--- config.mk ---
export PLATFORM = sky130hd
export DESIGN_NAME = wr_pack_adapter
export DESIGN_NICKNAME = d
export VERILOG_FILES = /design/src/rtl/wp_pkg.sv /design/src/rtl/wp_decode.sv /design/src/rtl/wp_hold.sv /design/src/rtl/wp_seq.sv /design/src/rtl/wr_pack_adapter.sv
export SDC_FILE = /design/constraint.sdc
export NUM_CORES = 1
export LEC_CHECK = 0
export BUFFER_PORTS_ARGS = -buffer_cell sky130_fd_sc_hd__buf_2
export CORE_ASPECT_RATIO = 1.75
export CORE_MARGIN = 2
export CORE_UTILIZATION = 42
export DETAILED_ROUTE_END_ITERATION = 16
export PLACE_DENSITY = 0.88
export SETUP_SLACK_MARGIN = 0.3
export SKIP_CTS_REPAIR_TIMING = 1
export SLEW_MARGIN = 15
export SYNTH_ARGS = -nofsm -noshare
export SYNTH_HDL_FRONTEND = slang
export SYNTH_SLANG_ARGS = --single-unit
export TNS_END_PERCENT = 5
--- constraint.sdc ---
create_clock -name clk -period 1.9 [get_ports clk]
set_input_delay 0.38 -clock clk [delete_from_list [all_inputs] [get_ports clk]]
set_output_delay 0.38 -clock clk [all_outputs]
set_load 0.03 [all_outputs]
--- src/rtl/wp_pkg.sv ---
package wp_pkg;

  localparam int BUS_W   = 32;
  localparam int ENTRY_W = 16;
  localparam int BYTE_W  = 8;
  localparam int LANES   = BUS_W / BYTE_W;
  localparam int HALVES  = BUS_W / ENTRY_W;
  localparam int LANE_SW = $clog2(LANES);

  typedef enum logic [1:0] {
    SZ_BYTE = 2'd0,
    SZ_HALF = 2'd1,
    SZ_WORD = 2'd2,
    SZ_RSVD = 2'd3
  } wp_size_e;

  typedef struct packed {
    logic                 wr;      // write beat inside the window
    wp_size_e             size;
    logic                 odd;     // byte address is odd
    logic [BYTE_W-1:0]    byte_d;  // addressed byte lane
    logic [ENTRY_W-1:0]   half_d;  // addressed half-word lane
    logic [ENTRY_W-1:0]   lo;
    logic [ENTRY_W-1:0]   hi;
  } wp_req_t;

endpackage

--- src/rtl/wp_decode.sv ---
module wp_decode
  import wp_pkg::*;
#(
  parameter int                ADDR_W   = 16,
  parameter int                WIN_LSB  = 11,
  parameter logic [ADDR_W-1:0] WIN_BASE = '0
) (
  input  logic              bus_valid,
  input  logic              bus_write,
  input  logic [ADDR_W-1:0] bus_addr,
  input  logic [1:0]        bus_size,
  input  logic [BUS_W-1:0]  bus_wdata,
  output wp_req_t           req
);

  localparam int TAG_W = ADDR_W - WIN_LSB;

  logic [TAG_W-1:0]   addr_tag;
  logic [TAG_W-1:0]   base_tag;
  logic               win_hit;
  logic [BYTE_W-1:0]  lane  [LANES];
  logic [ENTRY_W-1:0] halfw [HALVES];

  assign addr_tag = bus_addr[ADDR_W-1:WIN_LSB];
  assign base_tag = WIN_BASE[ADDR_W-1:WIN_LSB];
  assign win_hit  = (addr_tag == base_tag);

  for (genvar g = 0; g < LANES; g++) begin : g_lane
    assign lane[g] = bus_wdata[g*BYTE_W +: BYTE_W];
  end

  for (genvar h = 0; h < HALVES; h++) begin : g_half
    assign halfw[h] = bus_wdata[h*ENTRY_W +: ENTRY_W];
  end

  always_comb begin
    req        = '0;
    req.wr     = bus_valid & bus_write & win_hit;
    req.size   = wp_size_e'(bus_size);
    req.odd    = bus_addr[0];
    req.byte_d = lane[bus_addr[LANE_SW-1:0]];
    req.half_d = halfw[bus_addr[1]];
    req.lo     = halfw[0];
    req.hi     = halfw[HALVES-1];
  end

endmodule

--- src/rtl/wp_hold.sv ---
module wp_hold
  import wp_pkg::*;
(
  input  logic              clk,
  input  logic              rst_n,
  input  logic              load,
  input  logic              consume,
  input  logic [BYTE_W-1:0] din,
  output logic              held_valid,
  output logic [BYTE_W-1:0] held_byte
);

  logic              hv_q, hv_d, hv_en;
  logic [BYTE_W-1:0] hb_q, hb_d;

  always_comb begin
    hv_d  = hv_q;
    hb_d  = hb_q;
    hv_en = load | consume;
    if (load) begin
      hv_d = 1'b1;
      hb_d = din;
    end else if (consume) begin
      hv_d = 1'b0;
    end
  end

  always_ff @(posedge clk or negedge rst_n) begin
    if (!rst_n)     hv_q <= 1'b0;
    else if (hv_en) hv_q <= hv_d;
  end

  // data register carries no reset; it is only read when hv_q is set
  always_ff @(posedge clk) begin
    if (load) hb_q <= hb_d;
  end

  assign held_valid = hv_q;
  assign held_byte  = hb_q;

  // a load leaves the flag set and the newest byte stored
  a_r6_load_keeps_latest: assert property (@(posedge clk) disable iff (!rst_n)
    load |=> (hv_q && hb_q == $past(din)));

  // consuming without a new load empties the register
  a_r5_consume_clears: assert property (@(posedge clk) disable iff (!rst_n)
    (consume && !load) |=> !hv_q);

endmodule

--- src/rtl/wp_seq.sv ---
module wp_seq
  import wp_pkg::*;
(
  input  logic               clk,
  input  logic               rst_n,
  input  wp_req_t            req,
  input  logic               held_valid,
  input  logic [BYTE_W-1:0]  held_byte,
  input  logic               push_ready,
  output logic               push_valid,
  output logic [ENTRY_W-1:0] push_data,
  output logic               bus_ready,
  output logic               load_odd,
  output logic               consume
);

  logic phase_q, phase_d, phase_en;
  logic [BYTE_W-1:0] upper;

  assign upper = held_valid ? held_byte : '0;

  always_comb begin
    push_valid = 1'b0;
    push_data  = '0;
    bus_ready  = 1'b1;
    load_odd   = 1'b0;
    consume    = 1'b0;
    phase_d    = phase_q;
    if (req.wr) begin
      unique case (req.size)
        SZ_BYTE: begin
          if (req.odd) begin
            load_odd = 1'b1;
          end else begin
            push_valid = 1'b1;
            push_data  = {upper, req.byte_d};
            bus_ready  = push_ready;
            consume    = push_ready;
          end
        end
        SZ_HALF: begin
          push_valid = 1'b1;
          push_data  = req.half_d;
          bus_ready  = push_ready;
        end
        SZ_WORD: begin
          push_valid = 1'b1;
          if (!phase_q) begin
            push_data = req.lo;
            bus_ready = 1'b0;
            if (push_ready) phase_d = 1'b1;
          end else begin
            push_data = req.hi;
            bus_ready = push_ready;
            if (push_ready) phase_d = 1'b0;
          end
        end
        default: ;
      endcase
    end
  end

  assign phase_en = (phase_d != phase_q);

  always_ff @(posedge clk or negedge rst_n) begin
    if (!rst_n)        phase_q <= 1'b0;
    else if (phase_en) phase_q <= phase_d;
  end

  // the second half only follows an accepted first half
  a_r3_phase_entry: assert property (@(posedge clk) disable iff (!rst_n)
    $rose(phase_q) |-> $past(push_valid && push_ready && !bus_ready));

  // taking the second half releases the beat
  a_r3_phase_exit: assert property (@(posedge clk) disable iff (!rst_n)
    (phase_q && push_valid && push_ready) |-> bus_ready);

  // a refused entry stalls the bus
  a_r9_stall: assert property (@(posedge clk) disable iff (!rst_n)
    (push_valid && !push_ready) |-> !bus_ready);

endmodule

--- src/rtl/wr_pack_adapter.sv ---
module wr_pack_adapter
  import wp_pkg::*;
#(
  parameter int                ADDR_W   = 16,
  parameter int                WIN_LSB  = 11,
  parameter logic [ADDR_W-1:0] WIN_BASE = '0
) (
  input  logic               clk,
  input  logic               rst_n,
  input  logic               bus_valid,
  input  logic               bus_write,
  input  logic [ADDR_W-1:0]  bus_addr,
  input  logic [1:0]         bus_size,
  input  logic [BUS_W-1:0]   bus_wdata,
  output logic               bus_ready,
  output logic [BUS_W-1:0]   bus_rdata,
  output logic               push_valid,
  output logic [ENTRY_W-1:0] push_data,
  input  logic               push_ready
);

  wp_req_t           req;
  logic              load_odd;
  logic              consume;
  logic              held_valid;
  logic [BYTE_W-1:0] held_byte;

  wp_decode #(
    .ADDR_W   (ADDR_W),
    .WIN_LSB  (WIN_LSB),
    .WIN_BASE (WIN_BASE)
  ) u_decode (
    .bus_valid (bus_valid),
    .bus_write (bus_write),
    .bus_addr  (bus_addr),
    .bus_size  (bus_size),
    .bus_wdata (bus_wdata),
    .req       (req)
  );

  wp_hold u_hold (
    .clk        (clk),
    .rst_n      (rst_n),
    .load       (load_odd),
    .consume    (consume),
    .din        (req.byte_d),
    .held_valid (held_valid),
    .held_byte  (held_byte)
  );

  wp_seq u_seq (
    .clk        (clk),
    .rst_n      (rst_n),
    .req        (req),
    .held_valid (held_valid),
    .held_byte  (held_byte),
    .push_ready (push_ready),
    .push_valid (push_valid),
    .push_data  (push_data),
    .bus_ready  (bus_ready),
    .load_odd   (load_odd),
    .consume    (consume)
  );

  // read data is all zeros
  assign bus_rdata = '0;

  // only write beats can produce entries
  a_r1_push_needs_write: assert property (@(posedge clk) disable iff (!rst_n)
    push_valid |-> (bus_valid && bus_write));

  // an odd byte write never pushes on its own
  a_r4_odd_no_push: assert property (@(posedge clk) disable iff (!rst_n)
    (bus_valid && bus_write && bus_size == 2'd0 && bus_addr[0]) |-> !push_valid);

  // an accepted even byte leaves nothing held
  a_r5_even_empties: assert property (@(posedge clk) disable iff (!rst_n)
    (push_valid && push_ready && bus_size == 2'd0) |=> !held_valid);

  // a refused entry is offered again unchanged while the beat is held
  a_r9_entry_stable: assert property (@(posedge clk) disable iff (!rst_n)
    (push_valid && !push_ready && bus_size != 2'd2) |=> (push_valid && $stable(push_data)));

endmodule

==> results.yml, run 1 <==
route:
  vias_per_cell: 4.97
  wl_per_cell_um: 14.2
  drtIter0Drc: 31
  ant_nets: 0
  drc: 0
  drt_wl_total_mm: 4.20
  drt_pass1_iterations: 4
  vias: 1465
worst_setup_path:
  required_ns: 1.52
  cp_num_buf_inv: 1
  cp.depth: 4
  path_cells: "mux2_4 -> a222oi_1 -> nor2_4 -> buf_6"
  reg2reg_slack_ns: 0.75
  cp-endpoint: "push_data[14]"
  cp_slowest_cell: "a222oi_1"
  crit_fanout: 4
  worstRegToRegCells: 2
  critPathTopFamily: "compound AO/OA/AOI/OAI gates"
  path_class: "register to output pin"
  r2r-start: "u_seq.phase_q"
  worstReg2RegEnd: "u_seq.phase_q"
  arrival_ns: 1.70
  cp-startpoint: "u_seq.phase_q"
  end_kind: "output pin"
  max_stage_delay_ns: 0.47
  worstSetupStartpointType: "register"
die:
  initial_core_util: 0.431
  die_y_um: 84.3
  die-area_um2: 4210
  die_w_um: 49.9
  ios: 105
  row_count: 29
  core_area_um2: 3590
global_routing:
  grt_pass1_vias: 1529
  grt.overflow.total: 0
  grt_pass1_wl_mm: 6.42
  grt_max_degree: 16
  track_usage: 0.196
  antenna_found_initial: 0
power_and_ir_drop:
  netSwitchingFraction: 0.364
  ir_drop_uv: 334
  power.internal_uw: 561
  power_density_nw_per_um2: 386
  p_sw_uw: 321
  power.leakage_uw: 0.000999
  comb_power_share: 0.458
  clockPowerShare: 0.264
  p_seq_frac: 0.278
yosys:
  ys_seq_area_frac: 0.187
  synth_edf_count: 8
  synthCells: 166
  ys.flop_type: "edfxtp_1"
  yosysWarningCount: 0
  avgSynthCellArea_um2: 9.33
  syn_area_um2: 1550
  post_synth_num_cell_types: 28
  async_flop_share: 0.200
  ys_seq_elements: 10
finish:
  n_antenna_cell: 0
  most-common-layout-cells: "buf_2, mux2_2, conb_1"
  fin_area_um2: 2290
  drive_gt1_frac: 0.667
  final_util: 0.636
  ff_latch_area_um2: 292
  fillerInstances: 316
  final_nets: 311
  areaGrowthSynthToFinish_pct: 47.6
  final_common_cell: "buf_2"
  multiInputGateArea_um2: 1230
clock_tree:
  cts_tree: "yes"
  clk_latency_ns: 0.24
  cts.path.max_buffers: 2
  htreeDepth: 1
  cts_buffers: 3
  cts.reportedPaths.clkPinSlew_ns: 0.05
  clkSinkCount: 10
  root_buffer: "clkbuf_8"
sta:
  hold_slack_ns: 0.448
  drv_slew: 0
  layout_setup_ws_ns: -0.183
  period_share: 1.10
  rsz0062_at_grt: "yes"
  setup_tns_ns: -1.07
  fin_crit_ns: 2.08
  hold_violations: 0
  max_freq_mhz: 480
  worst_clock_skew_ns: 0
  setup_viol: 9
placement:
  hpwl_mm: 3.24
  place_congestion: 0.809
  io_buffer_count: 63
  dpl_cell_area_um2: 2090
status:
  violations: "negative setup slack"
  outcome: "complete, but fails checks"
worst_hold_path:
  hp-class: "input pin to async pin"
job:
  max_cap_viol_count: 0
metal layers:
layer	track usage	vias to the layer above	part of all wire
met5	0	-	0
met4	0.109	0	0.040
met3	0.00712	15	0.045
met2	0.393	69	0.57
met1	0.188	682	0.34
li1	-	699	-
synthesized netlist by cell type, drive strengths merged (2+ instances only):
master | count | share of area
mux2 | 41 | 0.30
buf | 39 | 0.19
nand2 | 17 | 0.041
a21oi | 16 | 0.071
edfxtp | 8 | 0.16
o21ai | 8 | 0.026
a22oi | 7 | 0.034
ha | 6 | 0.048
nor2 | 6 | 0.015
clkbuf | 3 | 0.0073
and3b | 2 | 0.011
dfrtp | 2 | 0.032
inv | 2 | 0.0048
final cells by class:
cell class / instances / share of cell area
Multi-Input combinational cell: 143 / 0.539
Timing Repair Buffer: 90 / 0.275
Sequential cell: 10 / 0.128
Tap cell: 46 / 0.0252
Clock buffer: 3 / 0.0181
Inverter: 2 / 0.0142
Clock inverter: 1 / 0.00164
registers in the layout, summed over array words and instances, names as in the netlist:
name and count:
u_hold.held_byte 8, u_hold.held_valid 1, u_seq.phase_q 1
stage by stage:
stage | instances | worst slack [ns] | power, uW
2_1_floorplan | 197 | 0.123 | 548
3_3_place_gp | 289 | -0.142 | 613
3_5_place_dp | 289 | -0.169 | 624
4_1_cts | 293 | -0.274 | 862
5_1_grt | 295 | -0.233 | 924
6_report | 295 | -0.183 | 882
worst min path at each step:
stage,from,cells past startpoint,endpoint
2_1_floorplan,rst_n,0,u_hold.held_valid
3_5_place_dp,rst_n,1,u_hold.held_valid
4_1_cts,rst_n,1,u_hold.held_valid
3_3_place_gp,rst_n,1,u_seq.phase_q
6_report,rst_n,2,u_seq.phase_q
5_1_grt,rst_n,2,u_hold.held_valid
power by group through the flow:
stage / Clock (uW) / Sequential [uW] / Combinational [uW]
floorplan: 0 / 247 / 301
global placement: 0 / 249 / 365
detailed placement: 0 / 249 / 375
CTS: 239 / 245 / 378
global route: 247 / 245 / 432
finish: 233 / 245 / 404
worst reg2reg max path: stages, from the launching register on:
cell and delay (ns):
dfrtp_2 0.45, ha_1 0.29, mux2_1 0.29
cell families after synthesis:
family / Yosys count / synth area share
AO/OA/AOI/OAI: 34 / 0.149
adder cells (fa/ha/maj): 6 / 0.0485
buffers and inverters: 44 / 0.205
flip-flops: 10 / 0.187
multiplexers: 41 / 0.303
other: 1 / 0.00242
AND/OR/NAND/NOR: 30 / 0.105
Note: power is estimated with default switching activity, not from simulation.
==> run 2, diff against run 1 <==
- clock period: 1.9 -> 2 ns (I/O delays scaled with it)
==> results.yml, run 2 (synthesis gave the netlist of run 1 again) <==
worst_setup_path:
  max_stage_delay_ns: 0.50
  end_kind: "output pin"
  arrival_ns: 1.66
  reg2reg_slack_ns: 0.88
  cp_common_cell: "buf_12"
  cp_slowest_cell: "a222oi_1"
  worstRegToRegCells: 2
  worstReg2RegEnd: "u_seq.phase_q"
  r2r-start: "u_seq.phase_q"
  path_class: "input pin to output pin"
  path_cells: "buf_12 -> inv_12 -> buf_12 -> ha_4 -> and3b_1 -> a222oi_1 -> nor2_4 -> buf_6"
  cp-startpoint: "bus_size[0]"
  worstSetupStartpointType: "input pin"
  crit_fanout: 3
  required_ns: 1.60
global_routing:
  track_usage: 0.190
  grt.overflow.total: 0
  grt_pass1_vias: 1414
  grt_pass1_wl_mm: 6.24
  antenna_found_initial: 0
  grt_max_degree: 17
power_and_ir_drop:
  power_density_nw_per_um2: 371
  ir_drop_uv: 315
  p_sw_uw: 297
  power.internal_uw: 534
  comb_power_share: 0.459
  clockPowerShare: 0.261
  netSwitchingFraction: 0.358
  power.leakage_uw: 0.000989
  p_seq_frac: 0.280
worst_hold_path:
  hp-class: "input pin to async pin"
route:
  wl_per_cell_um: 14.3
  vias_per_cell: 4.96
  drc: 0
  drt_wl_total_mm: 4.18
  drtIter0Drc: 22
  vias: 1447
  ant_nets: 0
  drt_pass1_iterations: 4
finish:
  final_common_cell: "buf_2"
  n_antenna_cell: 0
  fin_area_um2: 2240
  areaGrowthSynthToFinish_pct: 44.6
  final_nets: 308
  largest_register_ff_count: 8
  fillerInstances: 316
  multiInputGateArea_um2: 1210
  drive_gt1_frac: 0.663
  most-common-layout-cells: "buf_2, mux2_2, conb_1"
  final_util: 0.623
  ff_latch_area_um2: 292
sta:
  rsz0062_at_grt: "yes"
  fin_crit_ns: 2.06
  hold_slack_ns: 0.478
  period_share: 1.03
  layout_setup_ws_ns: -0.0579
  setup_viol: 7
  drv_slew: 0
  worst_clock_skew_ns: 0
  max_freq_mhz: 486
  hold_violations: 0
die:
  core_area_um2: 3590
  row_count: 29
  die-area_um2: 4210
  initial_core_util: 0.431
  ios: 105
  die_y_um: 84.3
  die_w_um: 49.9
clock_tree:
  cts_tree: "yes"
  cts_buffers: 3
  htreeDepth: 1
  cts.path.max_buffers: 2
  root_buffer: "clkbuf_8"
  cts.reportedPaths.clkPinSlew_ns: 0.05
  clk_latency_ns: 0.24
  clkSinkCount: 10
job:
  max_cap_viol_count: 0
placement:
  dpl_cell_area_um2: 2090
  place_congestion: 0.826
  hpwl_mm: 3.29
  io_buffer_count: 63
status:
  violations: "negative setup slack"
  outcome: "complete, but fails checks"
-- run 2: power by group through the flow --
stage | Combinational, uW | Sequential (uW) | Clock [uW]
2_1_floorplan | 286 | 235 | 0
3_3_place_gp | 347 | 236 | 0
4_1_cts | 358 | 232 | 220
6_report | 382 | 233 | 217
5_1_grt | 408 | 233 | 229
3_5_place_dp | 358 | 236 | 0
-- run 2: critical path: cells and delay by family --
| kind | cells | cell delay [ns] |
|---|---|---|
| compound gates | 1 | 0.50 |
| fa+ha+maj | 1 | 0.15 |
| buf+inv | 4 | 0.39 |
| simple gates | 2 | 0.22 |
-- run 2: worst max path at each step --
stage / endpoint / slack (ns) / cells after the start
2_1_floorplan: push_data[14] / 0.18 / 6
3_3_place_gp: push_data[14] / -0.16 / 8
3_5_place_dp: push_data[14] / -0.19 / 8
4_1_cts: push_data[14] / -0.20 / 8
5_1_grt: push_data[14] / -0.15 / 8
6_report: push_data[14] / -0.06 / 8
-- run 2: per-stage QoR --
| stage | instances | setup WS (ns) | setup TNS [ns] | power (uW) |
|---|---|---|---|---|
| after floorplan | 197 | 0.183 | 0 | 521 |
| after detailed placement | 287 | -0.193 | -1.59 | 594 |
| final | 292 | -0.0579 | -0.228 | 832 |
| after global placement | 287 | -0.160 | -1.13 | 583 |
| after CTS | 291 | -0.202 | -2.18 | 811 |
| after global routing | 292 | -0.151 | -0.711 | 869 |
-- run 2: final cells by class --
| type | instances | area share |
|---|---|---|
| Multi-Input combinational cell | 143 | 0.542 |
| Timing Repair Buffer | 87 | 0.267 |
| Sequential cell | 10 | 0.130 |
| Tap cell | 46 | 0.0257 |
| Clock buffer | 3 | 0.0184 |
| Inverter | 2 | 0.0145 |
| Clock inverter | 1 | 0.00168 |
-- run 2: per-layer routing --
layer  global-route usage  wire, um  vias to the layer above
met1                0.183      1460                      679
met2                0.390      2420                       66
li1                     -         -                      692
met3               0.0178       185                       10
met4               0.0707       119                        0
met5                    0         0                        -
==> run 3, diff against run 2 <==
- BUFFER_PORTS_ARGS: -buffer_cell sky130_fd_sc_hd__buf_2 -> -buffer_cell sky130_fd_sc_hd__buf_4
- CORE_UTILIZATION: 42 -> 38
- PLACE_DENSITY: 0.88 -> 0.84
- clock period: 2 -> 1.8 ns (I/O delays scaled with it)
==> results.yml, run 3 (synthesis gave the netlist of run 1 again) <==
status:
  outcome: "complete, but fails checks"
  violations: "negative setup slack"
worst_setup_path:
  crit_fanout: 3
  path_cells: "mux2_4 -> a222oi_1 -> buf_4 -> nor2_4 -> buf_6"
  required_ns: 1.44
  arrival_ns: 1.66
  worstSetupStartpointType: "register"
  worstRegToRegCells: 3
  path_class: "register to output pin"
  critPathTopFamily: "flip-flops"
  cp_slowest_cell: "dfrtp_2"
  end_kind: "output pin"
  cp.depth: 5
  max_stage_delay_ns: 0.44
  cp_num_buf_inv: 2
placement:
  hpwl_mm: 3.43
  io_buffer_count: 63
  dp_cells: 292
  place_congestion: 0.780
route:
  vias_per_cell: 5.05
  met1Wirelength_mm: 1.38
  drt_pass1_iterations: 4
  drt_wl_total_mm: 4.31
  drtIter0Drc: 19
  ant_nets: 0
  topRoutingLayerUsed: "met4"
  wl_met2_mm: 2.43
  wl_per_cell_um: 14.5
  vias: 1500
  wl_met3_um: 241
  drc: 0
global_routing:
  grt_max_degree: 17
  grt_pass1_vias: 1368
  track_usage: 0.175
  grt.overflow.total: 0
  grt_pass1_wl_mm: 6.11
  antenna_found_initial: 0
finish:
  areaGrowthSynthToFinish_pct: 60.4
  n_antenna_cell: 0
  final_util: 0.637
  final_nets: 311
  most-common-layout-cells: "buf_4, mux2_2, conb_1"
  final_common_cell: "buf_4"
  stdcell_count: 297
  drive_gt1_frac: 0.695
  largest_register_ff_count: 8
sta:
  layout_setup_ws_ns: -0.216
  hold_slack_ns: 0.441
  period_share: 1.12
  drv_slew: 0
  hold_violations: 0
  rsz0062_at_grt: "yes"
  max_freq_mhz: 496
  fin_crit_ns: 2.02
  setup_viol: 16
  worst_clock_skew_ns: 0
power_and_ir_drop:
  power.leakage_uw: 0.00107
  power_density_nw_per_um2: 402
  ir_drop_uv: 315
job:
  max_cap_viol_count: 0
die:
  core_area_um2: 3900
  die-area_um2: 4620
  row_count: 30
  die_w_um: 52.3
  die_y_um: 88.5
  initial_core_util: 0.397
  ios: 105
clock_tree:
  root_buffer: "clkbuf_8"
  cts_tree: "yes"
  clkSinkCount: 10
  cts.reportedPaths.clkPinSlew_ns: 0.05
  htreeDepth: 1
  clk_latency_ns: 0.23
  cts_buffers: 3
  cts.path.max_buffers: 2
worst_hold_path:
  hp-class: "input pin to async pin"
run 3: changes by cell type in the layout (fill, tap and decap cells not counted), moves of 8 or more:
cell     change
buf_2       -54
buf_4       +46
buf_6       +15
nand2_1      -8
nand2_2      +8
run 3: final cells by class:
type                    instances  area (um2)
inverters                       2        32.5
multi-input cells             143        1250
well taps                      48        60.1
flip-flops and latches         10         292
fillers                       320        1420
clock buffers                   4        55.1
repair buffers                 90         795
run 3: worst paths after layout:
check | startpoint | endpoint | slack, ns
worst min register to register | u_hold.held_valid | u_hold.held_valid | 0.52
min in group clk | push_ready | u_seq.phase_q | 0.49
max in group asynchronous | rst_n | u_seq.phase_q | 1.26
worst max register to register | u_seq.phase_q | u_seq.phase_q | 0.57
worst min-delay path | rst_n | u_seq.phase_q | 0.44
worst max-delay path | u_seq.phase_q | push_data[14] | -0.22
run 3: through the flow:
step | cell area, um2 | setup WS (ns) | power, uW | TNS (ns)
final | 2480 | -0.216 | 1000 | -1.57
after floorplan | 1820 | 0.0627 | 579 | 0
after detailed placement | 2260 | -0.112 | 687 | -0.609
after global placement | 2260 | -0.132 | 677 | -0.344
after global routing | 2480 | -0.254 | 1050 | -2.30
after CTS | 2320 | -0.244 | 972 | -3.22
run 3: worst register-to-register path, delay by kind of cell (launching register included):
| kind | cells | cell delay (ns) |
|---|---|---|
| fa+ha+maj | 1 | 0.25 |
| buf+inv | 1 | 0.15 |
| flops | 1 | 0.44 |
| mux | 1 | 0.27 |
run 3: routing by layer:
metal  global-route usage  vias up
met2                0.326       73
met3               0.0186       16
met4                0.128        0
li1                     -      694
met1                0.173      717
met5                    0        -
run 3: where the power goes:
| part | internal [uW] | switching, uW |
|---|---|---|
| logic | 218 | 242 |
| clock network | 192 | 88.3 |
| registers | 256 | 2.71 |
| total | 666 | 333 |
